**src/rtl/div_step_pkg.sv**
```systemverilog
package div_step_pkg;
  typedef struct packed {
    logic q;
    logic m;
    logic t;
  } dstep_flags_t;
endpackage

```
**src/rtl/div_step_shift.sv**
```systemverilog
module div_step_shift #(
  parameter int W = 32
) (
  input  logic [W-1:0] rem_i,
  input  logic         t_i,
  output logic [W-1:0] shifted_o,
  output logic         msb_o
);
  assign msb_o     = rem_i[W-1];
  assign shifted_o = {rem_i[W-2:0], t_i};
endmodule

```
**src/rtl/div_step_addsub.sv**
```systemverilog
module div_step_addsub #(
  parameter int W          = 32,
  parameter bit WIDE_CARRY = 1'b0
) (
  input  logic [W-1:0] a_i,
  input  logic [W-1:0] b_i,
  input  logic         sub_i,
  output logic [W-1:0] res_o,
  output logic         cy_o
);
  localparam int WX = W + 1;

  generate
    if (WIDE_CARRY) begin : g_wide
      logic [WX-1:0] ext;
      always_comb begin
        if (sub_i) ext = {1'b0, a_i} - {1'b0, b_i};
        else       ext = {1'b0, a_i} + {1'b0, b_i};
      end
      assign res_o = ext[W-1:0];
      assign cy_o  = ext[W];
    end else begin : g_cmp
      // carry/borrow recovered by comparing the result against the operand
      always_comb begin
        if (sub_i) begin
          res_o = a_i - b_i;
          cy_o  = (res_o > a_i);
        end else begin
          res_o = a_i + b_i;
          cy_o  = (res_o < a_i);
        end
      end
    end
  endgenerate
endmodule

```
**src/rtl/div_step_qsel.sv**
```systemverilog
module div_step_qsel (
  input  logic old_q_i,
  input  logic m_i,
  input  logic q_mid_i,
  input  logic cy_i,
  output logic q_o,
  output logic t_o
);
  always_comb begin
    unique case ({old_q_i, m_i})
      2'b00, 2'b10: q_o = q_mid_i ? ~cy_i : cy_i;
      2'b01, 2'b11: q_o = q_mid_i ? cy_i : ~cy_i;
      default:      q_o = 1'b0;
    endcase
    t_o = (q_o == m_i);
  end
endmodule

```
**src/rtl/div_step_unit.sv**
```systemverilog
module div_step_unit
  import div_step_pkg::*;
#(
  parameter int W          = 32,
  parameter bit WIDE_CARRY = 1'b0
) (
  input  logic         clk_i,
  input  logic         rst_ni,
  input  logic         init_i,
  input  logic         init_q_i,
  input  logic         init_m_i,
  input  logic         init_t_i,
  input  logic         step_i,
  input  logic [W-1:0] rem_i,
  input  logic [W-1:0] dvs_i,
  output logic [W-1:0] rem_o,
  output logic         q_o,
  output logic         m_o,
  output logic         t_o,
  output logic         valid_o
);
  dstep_flags_t flg_q;
  logic [W-1:0] rem_q, shifted, sum;
  logic         q_mid, cy, q_nxt, t_nxt, do_sub, vld_q;

  assign do_sub = (flg_q.q == flg_q.m);

  div_step_shift #(.W(W)) i_shift (
    .rem_i     (rem_i),
    .t_i       (flg_q.t),
    .shifted_o (shifted),
    .msb_o     (q_mid)
  );

  div_step_addsub #(.W(W), .WIDE_CARRY(WIDE_CARRY)) i_addsub (
    .a_i   (shifted),
    .b_i   (dvs_i),
    .sub_i (do_sub),
    .res_o (sum),
    .cy_o  (cy)
  );

  div_step_qsel i_qsel (
    .old_q_i (flg_q.q),
    .m_i     (flg_q.m),
    .q_mid_i (q_mid),
    .cy_i    (cy),
    .q_o     (q_nxt),
    .t_o     (t_nxt)
  );

  always_ff @(posedge clk_i or negedge rst_ni) begin
    if (!rst_ni) begin
      rem_q <= '0;
      flg_q <= '0;
      vld_q <= 1'b0;
    end else begin
      vld_q <= 1'b0;
      if (init_i) begin
        flg_q <= '{q: init_q_i, m: init_m_i, t: init_t_i};
      end else if (step_i) begin
        rem_q   <= sum;
        flg_q.q <= q_nxt;
        flg_q.t <= t_nxt;
        vld_q   <= 1'b1;
      end
    end
  end

  assign rem_o   = rem_q;
  assign q_o     = flg_q.q;
  assign m_o     = flg_q.m;
  assign t_o     = flg_q.t;
  assign valid_o = vld_q;
endmodule

```
**config.mk**
```make
export PLATFORM = sky130hd
export DESIGN_NAME = div_step_unit
export DESIGN_NICKNAME = d
export VERILOG_FILES = /design/src/rtl/div_step_pkg.sv /design/src/rtl/div_step_shift.sv /design/src/rtl/div_step_addsub.sv /design/src/rtl/div_step_qsel.sv /design/src/rtl/div_step_unit.sv
export SDC_FILE = /design/constraint.sdc
export NUM_CORES = 1
export LEC_CHECK = 0
export BUFFER_PORTS_ARGS = -buffer_cell sky130_fd_sc_hd__buf_2
export CORE_MARGIN = 2
export CORE_UTILIZATION = 30
export DETAILED_ROUTE_END_ITERATION = 16
export PLACE_DENSITY = 0.56
export SLEW_MARGIN = 20
export SYNTH_ARGS = -nofsm -noshare
export SYNTH_HDL_FRONTEND = slang
export SYNTH_SLANG_ARGS = --single-unit
```
**constraint.sdc**
```tcl
create_clock -name clk_i -period 13.1 [get_ports clk_i]
set_clock_uncertainty 0.05 [all_clocks]
set_input_delay 0.655 -clock clk_i [delete_from_list [all_inputs] [get_ports clk_i]]
set_output_delay 0.655 -clock clk_i [all_outputs]
set_load 0.1 [all_outputs]
```
* Word-level counts from Yosys, hierarchy flattened
Cells that the tools add are included.
** Word-level totals
- Input bits :: 71
- Bits in registers :: 36
** Cells by class
- Muxes and demuxes :: 11
- Bitwise logic cells :: 2
- Reductions and logical operators :: 5
- Equality and inequality tests :: 5
- $lt $le $gt $ge :: 2
- Add/subtract/negate cells :: 2
** Operator list (count)
- $add 32x32->32 :: 1
- $gt 32x32->1 :: 1
- $lt 32x32->1 :: 1
- $mux 32 :: 1
- $sub 32x32->32 :: 1
- $mux 1 :: 9
- $eq 2x2->1 const B :: 2
- $reduce_or 2->1 :: 2
- $eq 1x1->1 :: 2
- $eq 2x1->1 const B :: 1
- $logic_not 2->1 :: 1
- $not 1->1 :: 2
- $pmux 1 s2 :: 1
- $reduce_and 2->1 :: 1
- $reduce_bool 2->1 :: 1

* Logic depth before layout (Yosys ltp)
- Depth after elaboration :: 9
- Mapped depth :: 24
- Mapped depth without buffers :: 24

* Cells and area by module
Synthesis repeated with hierarchy kept, for this count alone.
** Unflattened totals
- Cells, all modules :: 953
- Area, all modules :: 7616.1 µm²
** By module, submodules not included
- div_step_addsub :: sequential area each 0.0 µm², cells each 837, area an instance 5828.1 µm², instances 1
- div_step_unit :: sequential area each 900.9 µm², cells each 81, area an instance 1507.7 µm², instances 1
- div_step_shift :: sequential area each 0.0 µm², cells each 33, area an instance 247.7 µm², instances 1
- div_step_qsel :: sequential area each 0.0 µm², cells each 2, area an instance 32.5 µm², instances 1

* Worst setup path after synthesis
OpenSTA, ideal clock, no wires.
- Path type :: flip-flop to flip-flop
- From :: register flg_q, in the netlist t_o
- To :: register flg_q, in the netlist q_o
- Slack :: 7.855 ns
- Buffers on the path :: 0
- Stages on the path, launching flop included :: 22
- Data required time :: 12.925 ns
- Data arrival time :: 5.071 ns
- Setup time :: 0.125 ns
- Path through :: dfrtp_1 > ha_1 > fa_1 > nor2b_1 > o221ai_1 > a21oi_1 > a2111oi_2 > o41ai_2 > a311oi_2 > o21a_1 > a21o_1 > xnor2_1 > ha_1 > nand4_1 > nor3_1 > nand2_1 > a211oi_1 > o21ai_0 > a32o_1 > xnor2_1 > mux2i_1 > mux2_2
** Between the ends
- Cells in the longest elaborated chain, start to end :: 8
- Elaborated cells on any way between the ends :: 11
- Those cells by class :: add/sub (2); order compare (2); mux (6); bitwise (1)
** Ends and longest elaborated chain
- from (decl) :: RTL line div_step_unit.sv:22 : dstep_flags_t flg_q;
- from (signal assigned) :: RTL line div_step_unit.sv:60 : flg_q <= '{q: init_q_i, m: init_m_i, t: init_t_i};
- $add 32x32->32 or $sub 32x32->32 (tied branches) :: RTL line div_step_addsub.sv:29, div_step_addsub.sv:26
- $lt 32x32->1 or $gt 32x32->1 (tied branches) :: RTL line div_step_addsub.sv:30, div_step_addsub.sv:27
- $mux 1 * :: RTL line div_step_addsub.sv:25 : if (sub_i) begin
- $not 1->1 :: RTL line div_step_qsel.sv:11, div_step_qsel.sv:12
- $mux 1, on equally long branches :: RTL line div_step_qsel.sv:12, div_step_qsel.sv:11
- $pmux 1 s2 * :: RTL line div_step_qsel.sv:10 : unique case ({old_q_i, m_i})
- $mux 1 * :: RTL line div_step_unit.sv:61 : end else if (step_i) begin
- $mux 1 * :: RTL line div_step_unit.sv:59 : if (init_i) begin
Mark *: on every way between the ends. The rest lies on a longest branch, timed or not. The select of a mux whose other input is x is not followed.
A chain may end at the register's enable or synchronous reset.

* Final worst setup path
- From :: input port rem_i[1]
- To :: register flg_q, in the netlist q_o
** Between the ends
- Cells in the longest elaborated chain, start to end :: 8
- Elaborated cells on any way between the ends :: 11
- Those cells by class :: add/sub (2); order compare (2); mux (6); bitwise (1)
** Ends and longest elaborated chain
- from (decl) :: RTL line div_step_unit.sv:14 : input logic [W-1:0] rem_i,
- $add 32x32->32 or $sub 32x32->32 (tied branches) :: RTL line div_step_addsub.sv:29, div_step_addsub.sv:26
- $lt 32x32->1 or $gt 32x32->1 (tied branches) :: RTL line div_step_addsub.sv:30, div_step_addsub.sv:27
- $mux 1 * :: RTL line div_step_addsub.sv:25
- $not 1->1 :: RTL line div_step_qsel.sv:11, div_step_qsel.sv:12
- $mux 1, on equally long branches :: RTL line div_step_qsel.sv:12, div_step_qsel.sv:11
- $pmux 1 s2 * :: RTL line div_step_qsel.sv:10
- $mux 1 * :: RTL line div_step_unit.sv:61
- $mux 1 * :: RTL line div_step_unit.sv:59
Marked as above.

==> summary.md <==
| Metric | Value |
|---|---|
| Status | completed |
| Final setup TNS | 0 ns |
| Layout cell share with drive strength beyond 1 | 14.33% |
| Hold depth | 2 |
| Max-cap violations | 0 |
| Final net count | 1140 |
| GRT Total Usage | 17.10% |
| Die Footprint | 23130 µm² |
| # diodes | 0 |
| Largest net degree at the start of global routing | 56 |
| Num rows | 54 |
| CP startpoint kind | primary input |
| Final GP Congestion | 0.8753 |
| Mean area per synthesized cell | 7.639 µm² |
| Core area | 21690 µm² |
| Inserted Clock Buffers | 5 |
| Synth Register Bits | 36 |
| Die height | 152.1 µm |
| Postcts setup bufs | 0 |
| DR WL/cell | 16.45 µm |
| TritonCTS clock tree | yes |
| Async SR Flop Fraction | 100.0% |
| Die Span X | 152.1 µm |
| # clock sinks | 36 |
| Hold/Removal Path Class | reg2reg |
| Dpl cell area | 7281 µm² |
| Grt ovf | 0 |
| DRT iter0 DRCs | 345 |
| Synth Instances | 861 |
| Port Buffers | 106 |
| Worst Max-Slew Pin Slew | 0.9128 ns |
| Worst Path Required | 13.23 ns |
| Final worst-path cycle share | 42.30% |
| Filler-free cell count of the finished design | 1222 |
| Clk slew on worst S/H paths | 0.06 ns |
| Critical path arrival | 5.67 ns |
| Worst r2r path cells | 20 |
| Top Ports | 107 |
| Final-report setup violation count | 0 |
| Pwr Density | 153.4 nW/µm² |
| TritonRoute pass-1 iters | 5 |
| Hold Buf Count CTS | 0 |
| YS warnings | 0 |
| Area grow syn2layout | 12.97% |
| First-pass GRT wire length | 32410 µm |
| Worst-Skew Late Latency | 0.29 ns |
| Vias | 6315 |
| Register-to-register setup slack | 7.56 ns |
| CTS root buffer | clkbuf_16 |
| Final max-slew violation count | 0 |
| H-tree lvl count | 2 |
| EDFF count, synth | 0 |
| Peak Freq | 0.1805 GHz |
| Routed Antenna Nets | 0 |
| Vias in the first global route | 6133 |
| Starting Density | 30.33% |
| Nature of the critical path endpoint | flop |
| Residual DRC | 0 |
| WHS | 0.4238 ns |
| Syn Nets | 1060 |
| CP max FO | 8 |
| CTS max path bufs | 2 |
| RSZ-0062 raised after global routing | false |
| Final Instance Area | 7431 µm² |
| Dominant synthesized flop cell | dfrtp_1 |
| CTS resizes | 0 |
| Hpwl dp | 16570 µm |
| Vias/cell | 5.168 |
| Slew headroom | 39.15% |
| Max VDD drop | 0.1147 mV |
| Final min period | 5.541 ns |
| Lkg Pwr | 3.714 nW |
| Count of final hold-check violations | 0 |
| WL final | 20100 µm |
| Netlist Area Pre-Place | 6578 µm² |
| CP Class | in2reg |
| Antenna violations before repair | 1 |
| Yosys cell types | 75 |
| Placed Cells incl. Taps | 1214 |
| Seq/Total Area, Yosys | 13.70% |
==> worst max-delay path: stages <==
cell	delay, ns
buf_2	0.11
ha_1	0.41
nor2b_1	0.22
o221ai_1	0.14
a21oi_1	0.31
a2111oi_2	0.12
o41ai_2	0.68
a311oi_2	0.29
o21a_1	0.35
o311ai_1	0.50
ha_1	0.19
nand4_1	0.12
nor3_1	0.30
nand2_1	0.11
a211oi_1	0.17
o21ai_0	0.14
a32o_1	0.25
xnor2_1	0.20
mux2i_1	0.11
mux2_2	0.26
==> metrics by stage <==
step	worst slack [ns]	total power (W)	util, %
after floorplan	7.855	0.0008354	-
after global placement	7.343	0.001015	33.57
after detailed placement	7.286	0.001014	33.57
after CTS	7.560	0.001143	34.23
after global routing	7.034	0.001213	34.26
final	7.559	0.001140	34.26
==> power by group <==
group	internal (W)	switching [W]	total (W)	leakage [nW]
Combinational	0.000223	0.000614	0.000838	3.21
Sequential	0.000152	0.0000266	0.000178	0.433
Clock	0.0000703	0.0000539	0.000124	0.0736
==> area by class of cell <==
class	instances	area, µm²
clock inverter	3	18.77
clock buffer	5	125.1
tap	280	350.3
sequential	36	900.9
fill	2362	14260
inverter	100	375.4
multi-input combinational	691	5122
timing repair buffer	107	538.0
==> registers in the layout (all words and copies together) (netlist names) <==
signal and flops:
rem_o 32, q_o 1, t_o 1, m_o 1, valid_o 1
==> placed cells by master (no fill, tap or decap), types with 4 or more instances in the layout <==
master	netlist	layout
o31a_1	4	4
clkinv_1	4	4
nand3_1	6	6
clkbuf_16	0	5
nor2b_1	9	9
xor2_1	10	10
nor4_1	7	7
mux2i_1	18	18
nor3_1	13	13
or3_1	5	5
o21a_1	7	7
buf_2	4	106
o21bai_1	9	9
xnor2_1	54	54
nand2_1	65	65
ha_1	126	126
a21o_1	24	24
o211ai_1	9	9
a211oi_1	10	10
o21ai_0	58	58
o31ai_1	7	7
dfrtp_1	36	36
a31oi_1	12	12
nand2b_1	12	11
inv_1	94	94
nand4_1	16	16
nor2_1	71	71
a21oi_1	77	77
==> Yosys cell counts (13+ instances only) <==
library cell / count / area share (%)
a21o_1: 24 / 2.7
a21oi_1: 77 / 5.9
clkbuf_1: 16 / 0.91
dfrtp_1: 36 / 14
ha_1: 126 / 24
inv_1: 94 / 5.4
mux2i_1: 18 / 2.7
nand2_1: 65 / 3.7
nand4_1: 16 / 1.5
nor2_1: 71 / 4.1
nor3_1: 13 / 0.99
o21ai_0: 58 / 4.4
xnor2_1: 54 / 7.2
==> final timing paths <==
path | to | startpoint
max in group asynchronous | rem_o[13] | rst_ni
worst min-delay path | rem_o[4] | rem_o[4]
worst min register to register | rem_o[4] | rem_o[4]
worst max-delay path | q_o | rem_i[1]
min in group asynchronous | m_o | rst_ni
worst max register to register | q_o | t_o
==> metal layers <==
| layer | up-vias | share of wire, % | track usage, % |
|---|---|---|---|
| met5 | - | 0.080 | 0 |
| met3 | 16 | 5.6 | 3.223 |
| met1 | 2909 | 51 | 25.29 |
| met2 | 179 | 43 | 26.36 |
| li1 | 3209 | - | - |
| met4 | 2 | 0.90 | 2.359 |
==> cells by family (layout without fill, tap and decap cells) <==
kind of cell	after synthesis	count (layout)	synth area share (%)
buf+inv	134	215	8.560
mux	20	20	3.082
xor+xnor	64	64	8.522
fa+ha+maj	128	128	24.58
flops	36	36	13.70
simple gates	222	222	16.04
compound gates	257	257	25.53
(Power assumes the default switching activity.)
